$ cat src/rtl/smi_pkg.sv
package smi_pkg;
  localparam int FEAT_W     = 64;
  localparam int FEAT_BYTES = FEAT_W / 8;
  localparam int BYTE_IW    = $clog2(FEAT_BYTES);
  localparam int BCAST_BIT  = 0;

  typedef logic [FEAT_W-1:0] feat_t;
  typedef logic [7:0]        cmd_t;

  function automatic logic is_subset(feat_t want, feat_t have);
    return (want & ~have) == '0;
  endfunction
endpackage

$ cat src/rtl/smi_feat_negotiator.sv
module smi_feat_negotiator import smi_pkg::*; #(
  parameter feat_t SUPPORTED = feat_t'(1)
) (
  input  logic               clk,
  input  logic               rst_n,
  input  logic               req_we,
  input  logic [BYTE_IW-1:0] req_idx,
  input  logic [7:0]         req_byte,
  input  logic               cfm_we,
  output feat_t              req_mask,
  output logic               ok,
  output feat_t              neg_mask
);
  feat_t req_q, req_d, neg_q, neg_d;
  logic  ok_q, ok_d;
  logic  accept;

  for (genvar b = 0; b < FEAT_BYTES; b++) begin : g_lane
    assign req_d[b*8 +: 8] = (req_we && req_idx == BYTE_IW'(b)) ? req_byte
                                                                 : req_q[b*8 +: 8];
  end

  assign accept = cfm_we && !ok_q && is_subset(req_q, SUPPORTED);

  always_comb begin
    ok_d  = ok_q;
    neg_d = neg_q;
    if (accept) begin
      ok_d  = 1'b1;
      neg_d = req_q;
    end
  end

  always_ff @(posedge clk or negedge rst_n) begin
    if (!rst_n) begin
      req_q <= '0;
      ok_q  <= 1'b0;
      neg_q <= '0;
    end else begin
      if (req_we) req_q <= req_d;
      if (accept) begin
        ok_q  <= ok_d;
        neg_q <= neg_d;
      end
    end
  end

  assign req_mask = req_q;
  assign ok       = ok_q;
  assign neg_mask = neg_q;
endmodule

$ cat src/rtl/smi_en_lock.sv
module smi_en_lock #(
  parameter int SMIEN_W = 32
) (
  input  logic               clk,
  input  logic               rst_n,
  input  logic               en_we,
  input  logic [SMIEN_W-1:0] en_wdata,
  input  logic               lock_we,
  input  logic               lock_wdata,
  output logic [SMIEN_W-1:0] en,
  output logic               lock
);
  logic [SMIEN_W-1:0] en_q, en_d;
  logic               lock_q, lock_d;

  always_comb begin
    en_d = en_wdata;
    if (lock_q) en_d[0] = en_q[0];
    lock_d = lock_q | lock_wdata;
  end

  always_ff @(posedge clk or negedge rst_n) begin
    if (!rst_n) begin
      en_q   <= '0;
      lock_q <= 1'b0;
    end else begin
      if (en_we)   en_q   <= en_d;
      if (lock_we) lock_q <= lock_d;
    end
  end

  assign en   = en_q;
  assign lock = lock_q;
endmodule

$ cat src/rtl/smi_apm_decode.sv
module smi_apm_decode import smi_pkg::*; #(
  parameter int   NUM_CORES = 4,
  parameter int   CORE_W    = 2,
  parameter cmd_t EN_CMD    = 8'hF1,
  parameter cmd_t DIS_CMD   = 8'hF0
) (
  input  logic                 clk,
  input  logic                 rst_n,
  input  logic                 apm_we,
  input  cmd_t                 apm_data,
  input  logic [CORE_W-1:0]    apm_core,
  input  logic                 apm_smi_en,
  input  logic                 bcast,
  output logic                 sci_en,
  output logic [NUM_CORES-1:0] smi_pulse
);
  logic                 sci_q, sci_d;
  logic [NUM_CORES-1:0] pulse_q, pulse_d, hit;
  logic                 is_en, is_dis, fire;

  assign is_en  = apm_data == EN_CMD;
  assign is_dis = apm_data == DIS_CMD;
  assign fire   = apm_we && !is_en && !is_dis && apm_smi_en;

  for (genvar c = 0; c < NUM_CORES; c++) begin : g_core
    assign hit[c] = bcast || (apm_core == CORE_W'(c));
  end

  always_comb begin
    sci_d = sci_q;
    if (apm_we && is_en)  sci_d = 1'b1;
    if (apm_we && is_dis) sci_d = 1'b0;
    pulse_d = fire ? hit : '0;
  end

  always_ff @(posedge clk or negedge rst_n) begin
    if (!rst_n) begin
      sci_q   <= 1'b0;
      pulse_q <= '0;
    end else begin
      sci_q   <= sci_d;
      pulse_q <= pulse_d;
    end
  end

  assign sci_en    = sci_q;
  assign smi_pulse = pulse_q;
endmodule

$ cat src/rtl/smi_hub.sv
module smi_hub import smi_pkg::*; #(
  parameter int    NUM_CORES  = 4,
  parameter int    CORE_W     = (NUM_CORES > 1) ? $clog2(NUM_CORES) : 1,
  parameter int    SMIEN_W    = 32,
  parameter int    APM_EN_BIT = 5,
  parameter cmd_t  EN_CMD     = 8'hF1,
  parameter cmd_t  DIS_CMD    = 8'hF0,
  parameter feat_t SUPPORTED  = feat_t'(1)
) (
  input  logic                 clk,
  input  logic                 rst_n,
  input  logic                 apm_we,
  input  logic [7:0]           apm_data,
  input  logic [CORE_W-1:0]    apm_core,
  input  logic                 smien_we,
  input  logic [SMIEN_W-1:0]   smien_wdata,
  input  logic                 lock_we,
  input  logic                 lock_wdata,
  input  logic                 freq_we,
  input  logic [BYTE_IW-1:0]   freq_idx,
  input  logic [7:0]           freq_byte,
  input  logic                 fcfm_we,
  output logic [NUM_CORES-1:0] smi_pulse,
  output logic                 sci_en,
  output logic [SMIEN_W-1:0]   smi_en,
  output logic                 smi_lock,
  output logic [FEAT_W-1:0]    feat_req,
  output logic                 feat_ok,
  output logic [FEAT_W-1:0]    feat_neg
);
  feat_t neg_w;

  smi_feat_negotiator #(.SUPPORTED(SUPPORTED)) u_neg (
    .clk(clk), .rst_n(rst_n),
    .req_we(freq_we), .req_idx(freq_idx), .req_byte(freq_byte),
    .cfm_we(fcfm_we),
    .req_mask(feat_req), .ok(feat_ok), .neg_mask(neg_w)
  );

  smi_en_lock #(.SMIEN_W(SMIEN_W)) u_en (
    .clk(clk), .rst_n(rst_n),
    .en_we(smien_we), .en_wdata(smien_wdata),
    .lock_we(lock_we), .lock_wdata(lock_wdata),
    .en(smi_en), .lock(smi_lock)
  );

  smi_apm_decode #(
    .NUM_CORES(NUM_CORES), .CORE_W(CORE_W),
    .EN_CMD(EN_CMD), .DIS_CMD(DIS_CMD)
  ) u_apm (
    .clk(clk), .rst_n(rst_n),
    .apm_we(apm_we), .apm_data(apm_data), .apm_core(apm_core),
    .apm_smi_en(smi_en[APM_EN_BIT]), .bcast(neg_w[BCAST_BIT]),
    .sci_en(sci_en), .smi_pulse(smi_pulse)
  );

  assign feat_neg = neg_w;
endmodule

$ cat config.mk
export PLATFORM = sky130hd
export DESIGN_NAME = smi_hub
export DESIGN_NICKNAME = d
export VERILOG_FILES = /design/src/rtl/smi_pkg.sv /design/src/rtl/smi_feat_negotiator.sv /design/src/rtl/smi_en_lock.sv /design/src/rtl/smi_apm_decode.sv /design/src/rtl/smi_hub.sv
export SDC_FILE = /design/constraint.sdc
export NUM_CORES = 1
export LEC_CHECK = 0
export BUFFER_PORTS_ARGS = -buffer_cell sky130_fd_sc_hd__buf_2
export CAP_MARGIN = 20
export CORE_MARGIN = 2
export CORE_UTILIZATION = 53
export CTS_CLUSTER_DIAMETER = 60
export CTS_CLUSTER_SIZE = 25
export DETAILED_ROUTE_END_ITERATION = 8
export GPL_ROUTABILITY_DRIVEN = 0
export HOLD_SLACK_MARGIN = 0.1
export PLACE_DENSITY = 0.85
export SLEW_MARGIN = 20
export SYNTH_ARGS = -nofsm -noshare
export SYNTH_HDL_FRONTEND = slang
export SYNTH_SLANG_ARGS = --single-unit
$ cat constraint.sdc
create_clock -name clk -period 4.4 [get_ports clk]
set_input_delay 0.88 -clock clk [delete_from_list [all_inputs] [get_ports clk]]
set_output_delay 0.88 -clock clk [all_outputs]
set_load 0.1 [all_outputs]
Yosys cells after proc, flatten, opt, wreduce, memory -nomap -nowiden
Index checks and enable logic that the tools add are counted.
Widths: inputs -> output; s select.

storage, ports and cells
  output and inout bits = 167
  flip-flop bits (word level) = 167
  logic and storage cells = 67
  input port bits = 61

operators by class
  bitwise gates (word level) = 2
  eq/ne operators = 12
  reductions and logical operators = 35
  muxes and demuxes = 3

operator list
  cell                number
  $logic_not 64->1    1
  $reduce_and 2->1    9
  $eq 8x8->1 const B  2
  $logic_and 1x1->1   15
  $eq 3x3->1 const B  4
  $eq 3x2->1 const B  2
  $eq 2x2->1 const B  2
  $logic_or 1x1->1    4
  $mux 4              1
  $eq 3x1->1 const B  1
  $logic_not 1->1     3
  $logic_not 3->1     1
  $eq 2x1->1 const B  1
  $logic_not 2->1     1
  $mux 1              2
  $reduce_bool 2->1   1
  $not 1->1           1
  $or 1x1->1          1

Longest topological paths before layout
Gate-level depths: netlist of the first run.

  depth in word-level cells = 6
  gate-level depth with buffers = 7
  mapped depth without buffers = 5

By module
A second synthesis of the first run with hierarchy kept.

unflattened totals
  cells, all modules = 393
  area, all modules = 6160.9 µm²

by module, submodules not included
  module               sequential area each (µm²)  instances  area each (µm²)  cells each
  smi_feat_negotiator  3228.1                      1          4704.5           302
  smi_en_lock          825.8                       1          1238.7           70
  smi_apm_decode       125.1                       1          217.7            21

Least setup slack after synthesis of the first run
No wires, ideal clock.

  path type = register -> register
  from = reg u_neg.req_q[14] (netlist: u_neg.req_mask[14])
  to = reg u_neg.neg_q[0] (netlist: u_neg.neg_mask[0])
  data required time = 4274 ps
  library setup time = 126 ps
  path buffers = 1
  path slack = 2160 ps
  clock period less this slack = 2240 ps
  cell stages (with the launch flop) = 6
  arrival = 2113 ps
  cell sequence = dfrtp_1 > or4_4 > nor4_4 > nand4_2 > buf_6 > mux2_4

on the way
  cells in the longest elaborated chain, start to end = 2

RTL lines
  element                 RTL line                   source
  from (decl)             smi_feat_negotiator.sv:14  feat_t req_q, req_d, neg_q, neg_d;
  from (signal assigned)  smi_feat_negotiator.sv:40  if (req_we) req_q <= req_d;
  $logic_not 64->1        smi_pkg.sv:11              return (want & ~have) == '0;
  $logic_and 1x1->1       smi_feat_negotiator.sv:23  assign accept = cfm_we && !ok_q && is_subset(req_q, SUPPORTED);
  to (signal assigned)    smi_feat_negotiator.sv:43  neg_q <= neg_d;
  to (decl)               smi_feat_negotiator.sv:14

Every way passes these cells.
A chain may end at the register's enable or synchronous reset.

Worst setup path after layout of the first run
  from = in fcfm_we
  to = reg u_neg.neg_q[51] (netlist: u_neg.neg_mask[51])

on the way
  cells in the longest elaborated chain, start to end = 2

RTL lines
  element                         RTL line                   source
  from (decl)                     smi_hub.sv:22              input logic fcfm_we,
  $logic_and 1x1->1 (2 in a row)  smi_feat_negotiator.sv:23

Every way passes these cells.

==> reports/summary.txt, run 1 <==
CTS Buf Count = 17
clk slew on worst S/H paths = 60 ps
fmax = 361 MHz
Mapped Area = 6140 um^2
max-cap violations = 0
dpl ws = 1350 ps
Worst Tran Pin Value = 853 ps
Pre-antenna DRT Iters = 4
Vias/cell = 5.26
power per cell area = 631 nW/um^2
clk sinks = 167
Synth area leader = dfrtp_1
# diodes = 0
Distinct cells, synth = 28
count of state elements after synthesis = 167
Required @ worst endpoint = 4710 ps
num rows = 39
wire length per cell = 19.3 um
detailed placer's ending HPWL = 10800 um
final setup margin = 1630 ps
post-CTS resize count = 0
Crit Path Class = input port to flop
Tmin final = 2770 ps
Setup TNS = 0 ps
post-CTS setup buffers = 0
Worst path top cell family by delay = simple AND/OR/NAND/NOR gates
routed vias = 4132
Setup Skew = 7.84 ps
warnings from Yosys = 0
unrepaired setup endpoints after global routing = no
Avg Inst Size Synth = 15.5 um^2
hold_buf cts = 0
Post-route DRC = 0
grt ovf = 0
CP Buf/Inv Count = 2
die width = 112 um
Global Route Usage Sum = 0.247
first-iteration detailed-routing DRC count = 234
num ports = 228
Clock Latency Late Sink = 420 ps
Clock Path Buffers = 2
top-area cell type share of the netlist area = 0.681
global-route wire length before repair = 23400 um
CP arrival = 3070 ps
vias in the first global route = 4205
initial antenna violation count = 0
leakage power = 4.13 nW
sequential share of the synthesized area = 0.681
core box area = 11400 um^2
Tcrit/Tclk final = 0.629
maximum vdd drop = 0.644 mV
crit start category = input port
critical path capture point type = flop
Max-slew headroom = 0.431
Detailed Route WL = 15100 um
CTS HTree Levels = 4
Final Max Slew Viols = 0
synth top area cells = dfrtp_1 68%, mux2_2 18%, and2_1 6.4%
CTS tree = built
CP max stage delay = 650 ps
largest net degree at the start of global routing = 100
final core occ = 0.702
status = completed
# nets final = 690
syn_nets = 457
Die ar. = 12500 um^2
Chip Height = 112 um
ANT nets after route = 0
Port Buffer Count = 227
Root Driver = clkbuf_16
HP Class = flop to flop
final setup violation count = 0
final-report hold violation count = 0
Slowest cell on crit path = nand4_2
Initial Utilization = 0.540
worst path cell trace = buf_2, nor4b_1, nand4_1, nor3_1, nand4_2, buf_4, and2_1
critical path fanouts, max = 39
share of cells above drive strength 1 = 0.567
area delta synth->final = 30.0%
Synth Instances = 396
-- per-stage QoR --
step / total power (W) / hold WS [ps] / instance area (um^2) / std cells
detailed placement: 0.00356 / 466 / 7370 / 753
global route: 0.00519 / 493 / 7980 / 785
global placement: 0.00353 / 462 / 7370 / 753
CTS: 0.00507 / 485 / 7980 / 785
floorplan: 0.00323 / 505 / 6140 / 396
finish: 0.00504 / 477 / 7980 / 785
-- cell usage in the layout (no fill, tap or decap), types with 4 or more instances in the layout --
master	Yosys	routed
a21oi_1	4	4
and2_1	63	63
buf_2	0	226
clkbuf_16	0	17
clkinvlp_4	0	6
dfrtp_1	167	167
inv_1	4	4
mux2_2	96	96
nand4_1	4	4
nor2_1	4	4
nor4_1	13	13
-- power by group --
| group | internal [W] | leakage, nW | switching (W) | total, W |
|---|---|---|---|---|
| registers | 0.00170 | 2.13 | 0.000129 | 0.00183 |
| logic | 0.000268 | 1.73 | 0.00143 | 0.00170 |
| clock network | 0.000921 | 0.278 | 0.000586 | 0.00151 |
-- metal layers --
metal	up-vias	global-route usage	share of wire
li1	1839	-	-
met4	0	0.0955	0.019
met1	2088	0.294	0.40
met5	-	0	0
met3	24	0.0806	0.069
met2	181	0.418	0.51
-- registers in the layout, summed over array words and instances (netlist names) --
| name | cells |
|---|---|
| u_neg.req_mask | 64 |
| u_apm.sci_en | 1 |
| u_en.en | 32 |
| u_en.lock | 1 |
| u_neg.ok | 1 |
| u_apm.smi_pulse | 4 |
| u_neg.neg_mask | 64 |
-- worst register-to-register path, delay by kind of cell (launching register included) --
kind | cells | cell delay (ps)
buffers and inverters | 1 | 490
and+or+nand+nor | 5 | 1680
DFF | 1 | 400
-- path summary, 6_finish.rpt --
| kind | startpoint | end | slack, ps | depth (start not counted) |
|---|---|---|---|---|
| max | fcfm_we | u_neg.neg_mask[51] | 1630 | 7 |
| min | u_neg.neg_mask[46] | u_neg.neg_mask[46] | 480 | 1 |
| max reg2reg | u_neg.req_mask[9] | u_neg.neg_mask[51] | 1710 | 6 |
| min reg2reg | u_neg.neg_mask[46] | u_neg.neg_mask[46] | 480 | 1 |
| max in group asynchronous | rst_n | u_en.en[7] | 2820 | 2 |
| min in group asynchronous | rst_n | u_neg.neg_mask[9] | 540 | 1 |
-- synthesized netlist by cell type --
| library cell | count |
|---|---|
| a21o_1 | 1 |
| a21oi_1 | 4 |
| and2_1 | 63 |
| buf_1 | 3 |
| buf_4 | 2 |
| buf_6 | 6 |
| clkbuf_1 | 5 |
| dfrtp_1 | 167 |
| inv_1 | 4 |
| mux2_2 | 96 |
| mux2_4 | 1 |
| nand2_1 | 2 |
| nand2b_1 | 2 |
| nand3_1 | 2 |
| nand4_1 | 4 |
| nand4_2 | 1 |
| nand4b_1 | 3 |
| nor2_1 | 4 |
| nor2b_1 | 1 |
| nor3_1 | 2 |
| nor3_2 | 2 |
| nor3b_2 | 2 |
| nor4_1 | 13 |
| nor4_4 | 1 |
| nor4b_1 | 2 |
| o21ai_0 | 1 |
| o31ai_1 | 1 |
| or4_4 | 1 |
-- layout make-up --
class                           count  area (um^2)
Clock buffer                       21          460
Clock inverter                     11          149
Fill cell                         802         3390
Inverter                            4         15.0
Multi-Input combinational cell    209         1830
Sequential cell                   167         4180
Tap cell                          143          179
Timing Repair Buffer              230         1160
-- logic make-up (layout without fill, tap and decap cells) --
group,count (synthesis),after routing,synth area share
flip-flops,167,167,0.681
AO/OA/AOI/OAI,7,7,0.00652
buffers and inverters,20,266,0.0208
multiplexers,97,97,0.179
AND/OR/NAND/NOR,105,105,0.113
Note: power is estimated with default switching activity, not from simulation.
==> run 2: changes to the inputs <==
- CORE_UTILIZATION: 53 -> 44
- PLACE_DENSITY: 0.85 -> 0.75
- clock period: 4.4 -> 2.3 ns (I/O delays scaled with it)
==> run 2 against run 1 <==
Net effect:
- die area up 20%
- largest power group unchanged
- critical path type is now flop to flop
- power up 94%
- routed wire length down 2.2%
- first-iteration DRC count fell by 12%
- combinational power grew 93%
==> reports/summary.txt, run 2 (synthesis results as in run 1) <==
post-CTS resize count = 0
largest net degree at the start of global routing = 66
CTS Buf Count = 17
commonest non-fill, non-tap cell in the layout = buf_2
Required @ worst endpoint = 2600 ps
Clock Latency Late Sink = 420 ps
crit start category = flop
CTS tree = built
Clock Path Buffers = 2
Setup TNS = 0 ps
Worst Hold Depth = 2
critical path fanouts, max = 65
Port Buffer Count = 227
Comb pwr share = 0.335
clk slew on worst S/H paths = 60 ps
Detailed Route WL = 14800 um
final non-filler cell total = 831
CTS HTree Levels = 4
unrepaired setup endpoints after global routing = no
r2r endpoint = u_neg.neg_mask[0]
sequential cell fraction of total power = 0.356
core box area = 13800 um^2
fmax = 501 MHz
Root Driver = clkbuf_16
power per cell area = 1200 nW/um^2
Final Max Slew Viols = 0
Die ar. = 14900 um^2
R2R Setup Slk = 300 ps
ANT nets after route = 0
Pre-antenna DRT Iters = 4
Int Power = 0.00569 W
most frequent cells in the layout = 226 x buf_2, 167 x dfrtp_1, 96 x mux2_2
reg2reg start = u_neg.req_mask[62]
P_sw = 0.00410 W
final core occ = 0.593
Vias/cell = 4.90
Worst Hold End = u_en.lock
Max-slew headroom = 0.654
maximum vdd drop = 0.975 mV
HP Start = lock_wdata
Tmin final = 2000 ps
final setup violation count = 0
vias in the first global route = 4151
# diodes = 0
leakage power = 4.22 nW
hold_buf cts = 1
Tot Pwr = 0.00979 W
Chip Height = 122 um
wire length per cell = 17.8 um
num ports = 228
detailed placer's ending HPWL = 10900 um
num rows = 43
clk sinks = 167
area delta synth->final = 33.0%
initial antenna violation count = 0
final setup margin = 305 ps
# nets final = 700
Setup Skew = 6.81 ps
HP Class = input port to flop
Global Route Usage Sum = 0.201
max-cap violations = 0
CP arrival = 2300 ps
critical path capture point type = flop
dpl ws = 252 ps
grt ovf = 0
final-report hold violation count = 0
Crit Path Class = flop to flop
Initial Utilization = 0.446
Sw Ratio = 0.419
routed vias = 4069
first-iteration detailed-routing DRC count = 207
share of cells above drive strength 1 = 0.573
Clock power frac = 0.309
placed cells = 799
reg2reg path depth = 6
Tcrit/Tclk final = 0.868
Worst Tran Pin Value = 523 ps
status = completed
die width = 122 um
Worst Setup SP = u_neg.req_mask[62]
global-route wire length before repair = 22100 um
post-CTS setup buffers = 0
Post-route DRC = 0
==> run 2: changes by cell type in the layout (fill, tap and decap cells not counted), moves of 2 or more <==
cell        previous run  this run
buf_12                 0         3
buf_4                  3         9
bufinv_16              3         5
clkbuf_8               2         0
clkinv_2               1         3
clkinvlp_4             6         4
==> run 2: area by class of cell <==
cell class,count,area (um^2)
clock buffers,18,429
clock inverters,13,204
fillers,1120,5610
inverters,4,15.0
multi-input cells,209,1830
flip-flops and latches,167,4180
well taps,180,225
repair buffers,240,1280
==> run 2: critical path: stages, from the launching register on <==
cell and delay, ps:
dfrtp_1 400, nor4_1 350, nand3_1 140, nor3_1 260
nand4_2 160, buf_12 210, mux2_4 320
==> run 2: worst max path at each step <==
| stage | endpoint | slack [ps] | cells after the start |
|---|---|---|---|
| after global placement | u_neg.neg_mask[0] | 330 | 7 |
| after detailed placement | u_neg.neg_mask[0] | 250 | 7 |
| final | u_neg.neg_mask[0] | 300 | 6 |
| after global routing | u_neg.neg_mask[0] | 120 | 6 |
| after floorplan | u_neg.neg_mask[0] | 60 | 5 |
| after CTS | u_neg.neg_mask[0] | 310 | 6 |
==> run 2: routing by layer <==
layer | vias to the layer above | GRT usage | part of all wire | wire (um)
met4 | 0 | 0.0812 | 0.020 | 294
met2 | 181 | 0.337 | 0.51 | 7500
met5 | - | 0 | 0 | 0
li1 | 1863 | - | - | -
met3 | 18 | 0.0730 | 0.085 | 1270
met1 | 2007 | 0.234 | 0.39 | 5740
==> run 2: power by group through the flow <==
stage	clock network, W	registers, W	logic, W
after CTS	0.00309	0.00349	0.00330
after global routing	0.00324	0.00353	0.00337
final	0.00302	0.00349	0.00328
after floorplan	0	0.00580	0.000376
after global placement	0	0.00350	0.00328
after detailed placement	0	0.00354	0.00330
==> run 2: per-stage QoR <==
stage | hold slack (ps) | area, um^2
final | 246 | 8160
after detailed placement | 444 | 7520
after CTS | 226 | 8160
after global placement | 434 | 7520
after floorplan | 164 | 6140
after global routing | 237 | 8160
==> run 3: changes to the inputs <==
==> constraint.sdc (replaced) <==
create_clock -name clk -period 2.3 [get_ports clk]
set_input_delay 0.23 -clock clk [delete_from_list [all_inputs] [get_ports clk]]
set_output_delay 0.23 -clock clk [all_outputs]
set_load 0.1 [all_outputs]
==> run 3 against run 2 <==
Net effect:
- clock power is 7.6% lower
- cell count is 4.0% higher
- global-route usage is 0.89 points higher
- cell area is 3.6% higher
- via count is 3.8% higher
- maximum frequency is 2.6% lower
- setup slack worse by 53 ps
- highest routed layer unchanged
==> reports/summary.txt, run 3 (synthesis results as in run 1) <==
Detailed Route WL = 15600 um
clk slew on worst S/H paths = 60 ps
Post-route DRC = 0
largest net degree at the start of global routing = 66
# diodes = 0
Comb pwr share = 0.346
CTS HTree Levels = 4
CTS tree = built
Tmin final = 2050 ps
wire length per cell = 18.1 um
critical path fanouts, max = 65
maximum vdd drop = 0.792 mV
max-cap violations = 0
Int Power = 0.00545 W
reg2reg start = u_neg.req_mask[10]
Worst Setup SP = u_neg.req_mask[10]
Root Driver = clkbuf_16
Die ar. = 14900 um^2
final-report hold violation count = 0
area delta synth->final = 37.8%
share of cells above drive strength 1 = 0.538
CP Buf/Inv Count = 1
routed vias = 4224
post-CTS resize count = 0
Slowest cell on crit path = dfrtp_1
core box area = 13800 um^2
Final Max Slew Viols = 0
CTS Buf Count = 17
Port Buffer Count = 227
CP max stage delay = 400 ps
most frequent cells in the layout = 226 x buf_2, 167 x dfrtp_1, 96 x mux2_2
vias in the first global route = 4392
sequential cell fraction of total power = 0.364
status = completed
# nets final = 732
Pre-antenna DRT Iters = 4
P_sw = 0.00416 W
fmax = 488 MHz
post-CTS setup buffers = 0
worst path cell trace = nor4b_1, nand4_1, nor3_1, nand4_2, buf_12, mux2_4
Clock Latency Late Sink = 420 ps
final core occ = 0.614
Setup Skew = 7.50 ps
Required @ worst endpoint = 2600 ps
detailed placer's ending HPWL = 10800 um
crit start category = flop
Tcrit/Tclk final = 0.891
num ports = 228
Clock power frac = 0.290
Sw Ratio = 0.433
Global Route Usage Sum = 0.210
GRT met2 Usage = 0.360
Clock Path Buffers = 2
Fillers = 1037
die width = 122 um
global-route met3 utilization = 0.0721
critical path capture point type = flop
unrepaired setup endpoints after global routing = no
ANT nets after route = 0
initial antenna violation count = 0
num rows = 43
Max-slew headroom = 0.534
global-route wire length before repair = 23300 um
Worst path top cell family by delay = simple AND/OR/NAND/NOR gates
Setup TNS = 0 ps
CP arrival = 2350 ps
Worst Tran Pin Value = 696 ps
clk sinks = 167
HP Class = input port to flop
grt ovf = 0
Initial Utilization = 0.446
grt met1 use = 0.241
leakage power = 4.33 nW
commonest non-fill, non-tap cell in the layout = buf_2
busiest grt layer = met2
Crit Path Class = flop to flop
Vias/cell = 4.89
hold_buf cts = 40
HP Start = apm_we
final setup violation count = 0
power per cell area = 1140 nW/um^2
Hold Slack = 153 ps
Chip Height = 122 um
first-iteration detailed-routing DRC count = 217
[run 3: cell count changes in the layout (fill, tap and decap cells not counted)]
cell	change
inv_6	+2
clkinv_4	+2
dlygate4sd3_1	+39
buf_4	-7
clkbuf_8	+1
clkbuf_1	-1
bufinv_16	-3
[run 3: path summary, 6_finish.rpt]
path	slack [ps]	to	cells after the start
min in group asynchronous	360	u_apm.smi_pulse[3]	2
setup / recovery	250	u_neg.neg_mask[0]	6
setup reg to reg	250	u_neg.neg_mask[0]	6
hold reg to reg	480	u_neg.neg_mask[19]	1
hold / removal	150	u_apm.smi_pulse[2]	3
max in group asynchronous	1240	u_en.en[3]	3
[run 3: worst reg2reg max path, delay by kind of cell, from the launching register on]
kind / cells / cell delay (ps)
buffers and inverters: 1 / 210
flip-flops: 1 / 400
multiplexers: 1 / 350
AND/OR/NAND/NOR: 4 / 980
[run 3: routing by layer]
| metal | part of all wire | wire [um] | vias to the layer above |
|---|---|---|---|
| li1 | - | - | 1929 |
| met1 | 0.39 | 6120 | 2092 |
| met2 | 0.50 | 7840 | 181 |
| met3 | 0.088 | 1370 | 22 |
| met4 | 0.018 | 280 | 0 |
| met5 | 0 | 0 | - |
[run 3: metrics by stage]
| step | worst slack [ps] | cells | total power [W] | cell area [um^2] |
|---|---|---|---|---|
| 2_1_floorplan | 60.4 | 396 | 0.00617 | 6140 |
| 3_3_place_gp | 350 | 792 | 0.00678 | 7470 |
| 3_5_place_dp | 279 | 792 | 0.00683 | 7470 |
| 4_1_cts | 263 | 864 | 0.00968 | 8460 |
| 5_1_grt | 130 | 864 | 0.00993 | 8460 |
| 6_report | 251 | 864 | 0.00961 | 8460 |
[run 3: layout make-up]
| class | instances | area [um^2] | share of cell area |
|---|---|---|---|
| Sequential cell | 167 | 4180 | 0.494 |
| Multi-Input combinational cell | 209 | 1830 | 0.217 |
| Timing Repair Buffer | 272 | 1620 | 0.191 |
| Clock buffer | 18 | 439 | 0.0519 |
| Tap cell | 180 | 225 | 0.0266 |
| Clock inverter | 14 | 149 | 0.0176 |
| Inverter | 4 | 15.0 | 0.00178 |
[run 3: power groups by stage]
stage | Combinational [W] | Clock, W | Sequential (W)
2_1_floorplan | 0.000376 | 0 | 0.00580
3_3_place_gp | 0.00327 | 0 | 0.00351
3_5_place_dp | 0.00328 | 0 | 0.00354
4_1_cts | 0.00334 | 0.00284 | 0.00349
5_1_grt | 0.00342 | 0.00298 | 0.00353
6_report | 0.00333 | 0.00279 | 0.00349
